<file path="src/rtl/fir_chan_pkg.sv">
package fir_chan_pkg;
  typedef enum logic [1:0] {
    CH_IDLE = 2'd0,
    CH_RUN  = 2'd1,
    CH_DONE = 2'd2
  } ch_state_e;
endpackage

</file>
<file path="src/rtl/fir_coef_store.sv">
module fir_coef_store #(
  parameter int COEF_W = 8,
  parameter int DEPTH  = 30,
  parameter int ADDR_W = $clog2(DEPTH)
) (
  input  logic              clk,
  input  logic              we,
  input  logic [ADDR_W-1:0] waddr,
  input  logic [COEF_W-1:0] wdata,
  input  logic [ADDR_W-1:0] raddr,
  output logic [COEF_W-1:0] rdata
);
  logic [COEF_W-1:0] mem [DEPTH];

  // single write port, asynchronous read (distributed RAM style)
  always_ff @(posedge clk) begin
    if (we && (int'(waddr) < DEPTH)) mem[waddr] <= wdata;
  end

  always_comb begin
    if (int'(raddr) < DEPTH) rdata = mem[raddr];
    else                     rdata = '0;
  end
endmodule

</file>
<file path="src/rtl/fir_delay_line.sv">
module fir_delay_line #(
  parameter int DATA_W = 8,
  parameter int DEPTH  = 30,
  parameter int ADDR_W = $clog2(DEPTH)
) (
  input  logic              clk,
  input  logic              rst,
  input  logic              shift_en,
  input  logic [DATA_W-1:0] din,
  input  logic [ADDR_W-1:0] raddr,
  output logic [DATA_W-1:0] dout
);
  logic [DATA_W-1:0] taps [DEPTH];

  always_ff @(posedge clk) begin
    if (rst)           taps[0] <= '0;
    else if (shift_en) taps[0] <= din;
  end

  for (genvar i = 1; i < DEPTH; i++) begin : g_stage
    always_ff @(posedge clk) begin
      if (rst)           taps[i] <= '0;
      else if (shift_en) taps[i] <= taps[i-1];
    end
  end

  always_comb begin
    if (int'(raddr) < DEPTH) dout = taps[raddr];
    else                     dout = '0;
  end
endmodule

</file>
<file path="src/rtl/fir_mac.sv">
module fir_mac #(
  parameter int DATA_W = 8,
  parameter int COEF_W = 8,
  parameter int ACC_W  = 21,
  localparam int PROD_W = DATA_W + COEF_W
) (
  input  logic              clk,
  input  logic              rst,
  input  logic              clear,
  input  logic              step,
  input  logic [DATA_W-1:0] sample,
  input  logic [COEF_W-1:0] coef,
  output logic [ACC_W-1:0]  sum
);
  logic signed [PROD_W-1:0] prod;
  logic signed [ACC_W-1:0]  prod_ext;
  logic signed [ACC_W-1:0]  acc_q;

  // the one multiplier and the one adder of the channel
  assign prod     = $signed(sample) * $signed(coef);
  assign prod_ext = ACC_W'(prod);
  assign sum      = acc_q + prod_ext;

  always_ff @(posedge clk) begin
    if (rst || clear) acc_q <= '0;
    else if (step)    acc_q <= sum;
  end
endmodule

</file>
<file path="src/rtl/fir_chan_ctrl.sv">
module fir_chan_ctrl
  import fir_chan_pkg::*;
#(
  parameter int TAPS_FULL = 30,
  parameter int TAPS_HALF = 15,
  parameter int ADDR_W    = $clog2(TAPS_FULL)
) (
  input  logic              clk,
  input  logic              rst,
  input  logic              enable,
  input  logic              sample_stb,
  input  logic              half_mode,
  output logic              shift_en,
  output logic              mac_clear,
  output logic              mac_step,
  output logic              finish,
  output logic [ADDR_W-1:0] tap_idx,
  output logic              clk_en,
  output logic              overrun
);
  localparam logic [ADDR_W-1:0] LAST_FULL = ADDR_W'(TAPS_FULL - 1);
  localparam logic [ADDR_W-1:0] LAST_HALF = ADDR_W'(TAPS_HALF - 1);

  ch_state_e state_q;
  logic      half_q;
  logic      accept;
  logic      last_tap;

  assign accept    = enable && sample_stb;
  assign last_tap  = (tap_idx == (half_q ? LAST_HALF : LAST_FULL));
  assign shift_en  = accept;
  assign mac_clear = accept;
  assign mac_step  = enable && !sample_stb && (state_q == CH_RUN);
  assign finish    = mac_step && last_tap;

  always_ff @(posedge clk) begin
    if (rst) begin
      state_q <= CH_IDLE;
      tap_idx <= '0;
      half_q  <= 1'b0;
      clk_en  <= 1'b0;
      overrun <= 1'b0;
    end else if (!enable) begin
      state_q <= CH_IDLE;
      tap_idx <= '0;
      clk_en  <= 1'b0;
    end else if (sample_stb) begin
      if (state_q == CH_RUN) overrun <= 1'b1;
      state_q <= CH_RUN;
      tap_idx <= '0;
      half_q  <= half_mode;
      clk_en  <= 1'b1;
    end else if (state_q == CH_RUN) begin
      if (last_tap) begin
        state_q <= CH_DONE;
        tap_idx <= '0;
        clk_en  <= 1'b0;
      end else begin
        tap_idx <= tap_idx + 1'b1;
      end
    end
  end
endmodule

</file>
<file path="src/rtl/fir_serial_channel.sv">
module fir_serial_channel #(
  parameter int DATA_W    = 8,
  parameter int COEF_W    = 8,
  parameter int TAPS_FULL = 30,
  parameter int TAPS_HALF = 15,
  parameter int ACC_W     = 21,
  localparam int ADDR_W   = $clog2(TAPS_FULL)
) (
  input  logic              clk,
  input  logic              rst,
  input  logic              enable,
  input  logic              half_mode,
  input  logic              sample_stb,
  input  logic [DATA_W-1:0] sample_in,
  input  logic              coef_we,
  input  logic [ADDR_W-1:0] coef_addr,
  input  logic [COEF_W-1:0] coef_wdata,
  output logic [ACC_W-1:0]  result,
  output logic              result_valid,
  output logic              clk_en,
  output logic              overrun
);
  logic              shift_en, mac_clear, mac_step, finish;
  logic [ADDR_W-1:0] tap_idx;
  logic [DATA_W-1:0] tap_sample;
  logic [COEF_W-1:0] tap_coef;
  logic [ACC_W-1:0]  mac_sum;

  fir_chan_ctrl #(.TAPS_FULL(TAPS_FULL), .TAPS_HALF(TAPS_HALF), .ADDR_W(ADDR_W)) u_ctrl (
    .clk(clk), .rst(rst), .enable(enable), .sample_stb(sample_stb), .half_mode(half_mode),
    .shift_en(shift_en), .mac_clear(mac_clear), .mac_step(mac_step), .finish(finish),
    .tap_idx(tap_idx), .clk_en(clk_en), .overrun(overrun)
  );

  fir_delay_line #(.DATA_W(DATA_W), .DEPTH(TAPS_FULL), .ADDR_W(ADDR_W)) u_hist (
    .clk(clk), .rst(rst), .shift_en(shift_en), .din(sample_in),
    .raddr(tap_idx), .dout(tap_sample)
  );

  fir_coef_store #(.COEF_W(COEF_W), .DEPTH(TAPS_FULL), .ADDR_W(ADDR_W)) u_coef (
    .clk(clk), .we(coef_we), .waddr(coef_addr), .wdata(coef_wdata),
    .raddr(tap_idx), .rdata(tap_coef)
  );

  fir_mac #(.DATA_W(DATA_W), .COEF_W(COEF_W), .ACC_W(ACC_W)) u_mac (
    .clk(clk), .rst(rst), .clear(mac_clear), .step(mac_step),
    .sample(tap_sample), .coef(tap_coef), .sum(mac_sum)
  );

  always_ff @(posedge clk) begin
    if (rst) begin
      result       <= '0;
      result_valid <= 1'b0;
    end else begin
      result_valid <= finish;
      if (finish) result <= mac_sum;
    end
  end
endmodule

</file>
<file path="config.mk">
export PLATFORM = sky130hd
export DESIGN_NAME = fir_serial_channel
export DESIGN_NICKNAME = d
export VERILOG_FILES = /design/src/rtl/fir_chan_pkg.sv /design/src/rtl/fir_coef_store.sv /design/src/rtl/fir_delay_line.sv /design/src/rtl/fir_mac.sv /design/src/rtl/fir_chan_ctrl.sv /design/src/rtl/fir_serial_channel.sv
export SDC_FILE = /design/constraint.sdc
export NUM_CORES = 1
export LEC_CHECK = 0
export CORE_AREA = 2 2 297 358
export CTS_CLUSTER_DIAMETER = 200
export DETAILED_ROUTE_END_ITERATION = 6
export DIE_AREA = 0 0 299 360
export HOLD_SLACK_MARGIN = 0.1
export MAX_ROUTING_LAYER = met4
export PLACE_DENSITY = 0.45
export SETUP_SLACK_MARGIN = 0.2
export SLEW_MARGIN = 15
export SYNTH_ARGS = -nofsm -noshare
export SYNTH_HDL_FRONTEND = slang
export SYNTH_SLANG_ARGS = --single-unit
</file>
<file path="constraint.sdc">
create_clock -name clk -period 13.99 [get_ports clk]
set_input_delay 2.798 -clock clk [delete_from_list [all_inputs] [get_ports clk]]
set_output_delay 2.798 -clock clk [all_outputs]
set_load 0.005 [all_outputs]
</file>
==> results.md <==
- Seq. cell area: 15560 µm²
- Flop2flop setup slack: 5.53 ns
- WHS Endpoint: result[5]
- Pins over their slew limit: 0
- DR vias: 13720
- Std-Cell Rows: 130
- Final Non-Filler Cells: 3182
- Routed len/inst: 18.49 µm
- Post-Synth Simple-Gate Area: 10.86%
- Largest family of logic cells by synthesized area: multiplexers
- Clock transition at the registers of the reported paths: 0.06 ns
- Inserted Clock Buffers: 59
- Final Critical Period: 8.463 ns
- Placed insts: 3071
- TritonCTS clock tree: yes
- Worst flop-to-flop path endpoint: result[18]
- Cell area after synthesis: 25860 µm²
- Worst skew pair latency: 0.67 ns
- PostCTS Resize Cnt: 0
- Half-perimeter wire length after placement: 37250 µm
- Number of I/O port buffers: 50
- R2R cell count: 23
- Async set-reset flop share out of synthesis: 0%
- Required @ worst endpoint: 14.57 ns
- Post-synthesis adder-cell area fraction: 9.521%
- Die Y: 360 µm
- WP data arrival: 9.04 ns
- Critical path fanouts, max: 51
- Routability cong.: 0.7731
- Total power: 4269 µW
- CP cell instances: buf_4 -> buf_4 -> mux4_2 -> o21ai_0 -> o22ai_1 -> a221oi_2 -> or2_2 -> nor2_2 -> fa_1 -> inv_1 -> fa_1 -> inv_1 -> fa_1 -> fa_1 -> ha_1 -> ha_1 -> a21oi_1 -> o21ai_0 -> a21o_1 -> a221o_1 -> a31o_1 -> or4b_1 -> nand3_1
- Most frequent CP cell: fa_1
- Compound-gate portion of the synthesized area: 2.966%
- Starting DRT DRC Count: 853
- Syn Nets: 1866
- Width of the die: 299 µm
- Via-to-Cell Ratio: 4.313
- Min-delay worst type: register to register
- Crit path kind: register to register
- Top delay family on crit path: adder cells
- Starting Density: 24.84%
- First-pass GRT wire length: 92360 µm
- Residual DRC: 0
- Syn Area/Cell: 15.23 µm²
- Synthesis-to-finish area growth: 15.65%
- Hold path startpoint: result[5]
- Grt total ovfl: 0
- Synth Area in XOR/XNOR: 0.7789%
- H-tree depth: 2
- Worst-Margin Slew: 1.136 ns
- Die area: 107600 µm²
- Largest net degree at the start of global routing: 242
- Clock Tree Root: clkbuf_16
- Peak VDD IR: 0.1053 mV
- Pre-antenna DRT Iters: 5
- RSZ-0062 raised after global routing: false
- Worst Path Buf+Inv: 4
- Critical Path Sink Type: register
- Multi-input logic area: 9542 µm²
- Register area share after synthesis: 60.14%
- PwrDens: 142.7 nW/µm²
- Total number of yosys warnings: 0
- IO Pins: 51
- Commonest cells after routing, fill and taps aside: edfxtp_1, and2_1, mux4_2
- Final layout net count: 1914
- Initial antenna violation count: 2
- Core area: 104100 µm²
- Post-synth EDFFs: 480
- Clk sinks: 537
- Clock Skews: 0.06107 ns
- Clock Path Buffers: 3
- Vias in the first global route: 14810
- Share of layout cells above drive strength 1: 15.11%
- Setup Fix Bufs, Post-CTS: 0
- Status: completed
- Startpoint types: register
- Fillers: 10490
- Max stage delay on crit path: 0.84 ns
- Post-CTS Hold Buffers: 0
- Count of antenna-violating nets left after detailed routing: 0
- # Max-Cap Violations: 0
- Cell with the largest stage delay on the worst path: nor2_2
- Period utilisation layout: 60.49%
- DRT Wirelength: 58850 µm
- Global Route Usage Sum: 11.33%
- F_max: 0.1182 GHz
- Final hold vios: 0
- Slew HR: 24.02%
- Yosys reg bits: 537
- Most common cell after layout, fill and taps aside: edfxtp_1
- Number of cells on the worst hold path: 2
- Setup TNS: 0 ns
- Final setup violating endpoints: 0
- Synth unique cells: 57
- CP Depth: 23
- Most used DFF post-synth: edfxtp_1
- Cell count after synthesis: 1698
- P_leak: 0.01029 µW
- Post-synthesis mux area share: 12.68%
flip-flops by register name (all words and copies together), names as in the netlist, named ones only:
| name | count |
|---|---|
| result | 21 |
| result_valid | 1 |
| u_coef.mem | 240 |
| u_ctrl.clk_en | 1 |
| u_ctrl.half_q | 1 |
| u_ctrl.overrun | 1 |
| u_ctrl.state_q | 1 |
| u_ctrl.tap_idx | 5 |
| u_hist.taps | 240 |
| u_mac.acc_q | 21 |
logic make-up after synthesis:
kind of cell	Yosys count
mux	166
buf+inv	181
xor+xnor	23
simple gates	529
compound gates	121
flops	537
fa+ha+maj	141
report_power, final:
group / total (µW) / internal [µW] / switching [µW]
Combinational: 794 / 319 / 475
Clock: 1640 / 979 / 666
Sequential: 1830 / 1800 / 25.9
Total: 4270 / 3100 / 1170
layout make-up:
| type | instances | area share, % |
|---|---|---|
| antenna | 2 | 0.01673 |
| clock buffer | 75 | 5.237 |
| clock inverter | 34 | 1.644 |
| inverter | 101 | 1.293 |
| multi-input combinational | 980 | 31.90 |
| sequential | 537 | 52.04 |
| tap | 1386 | 5.798 |
| timing repair buffer | 67 | 2.075 |
metal layers:
layer	track usage (%)	vias up	wire length, µm
met3	1.805	91	2035
met5	-	-	0
li1	-	6263	-
met1	15.25	7150	27870
met2	17.76	220	27570
met4	3.039	0	1374
worst min-delay path, delay by kind of cell (launching register included):
| kind | cells | cell delay (ns) |
|---|---|---|
| AND/OR/NAND/NOR | 1 | 0.05 |
| flip-flops | 1 | 0.30 |
| AO/OA/AOI/OAI | 1 | 0.05 |
worst max-delay path by stage:
stage	to	slack, ns
3_3_place_gp	result[18]	5.48
2_1_floorplan	u_hist.taps[0][0]	3.58
5_1_grt	result[20]	5.02
6_report	result[18]	5.53
3_5_place_dp	result[18]	5.40
4_1_cts	result[18]	5.42
synthesized netlist by cell type (3+ instances only):
| master | number | area (µm²) |
|---|---|---|
| a211oi_1 | 7 | 52.55 |
| a21o_1 | 4 | 30.03 |
| a21oi_1 | 60 | 300.3 |
| a221o_1 | 3 | 30.03 |
| and2_1 | 243 | 1520 |
| and3_1 | 3 | 18.77 |
| buf_1 | 4 | 15.01 |
| buf_2 | 13 | 65.06 |
| buf_4 | 3 | 22.52 |
| buf_6 | 11 | 123.9 |
| clkbuf_1 | 49 | 183.9 |
| dfxtp_1 | 57 | 1141 |
| edfxtp_1 | 480 | 14410 |
| fa_1 | 93 | 1862 |
| ha_1 | 48 | 600.6 |
| inv_1 | 100 | 375.4 |
| mux2_2 | 11 | 123.9 |
| mux2i_1 | 26 | 260.3 |
| mux4_2 | 128 | 2883 |
| nand2_1 | 105 | 394.1 |
| nand2b_1 | 17 | 106.4 |
| nand3_1 | 10 | 50.05 |
| nand3b_1 | 4 | 30.03 |
| nand4_1 | 5 | 31.28 |
| nor2_1 | 97 | 364.1 |
| nor2b_1 | 22 | 137.6 |
| nor3_1 | 5 | 25.02 |
| o211ai_1 | 4 | 30.03 |
| o21ai_0 | 13 | 65.06 |
| o21ai_1 | 6 | 30.03 |
| o22ai_1 | 3 | 18.77 |
| or2_1 | 3 | 18.77 |
| or2_2 | 3 | 18.77 |
| or3_1 | 6 | 37.54 |
| xnor2_1 | 14 | 122.6 |
| xor2_1 | 9 | 78.83 |
stage by stage:
step	setup slack [ns]	util, %	hold slack (ns)	area, µm²
after detailed placement	5.404	26.77	0.4511	27870
after global placement	5.475	26.76	0.4477	27860
after floorplan	3.580	-	0.4363	25860
final	5.527	28.73	0.4535	29910
after CTS	5.417	28.75	0.4592	29930
after global routing	5.024	28.73	0.4794	29910
No activity file was read; power rests on OpenSTA's default activity.
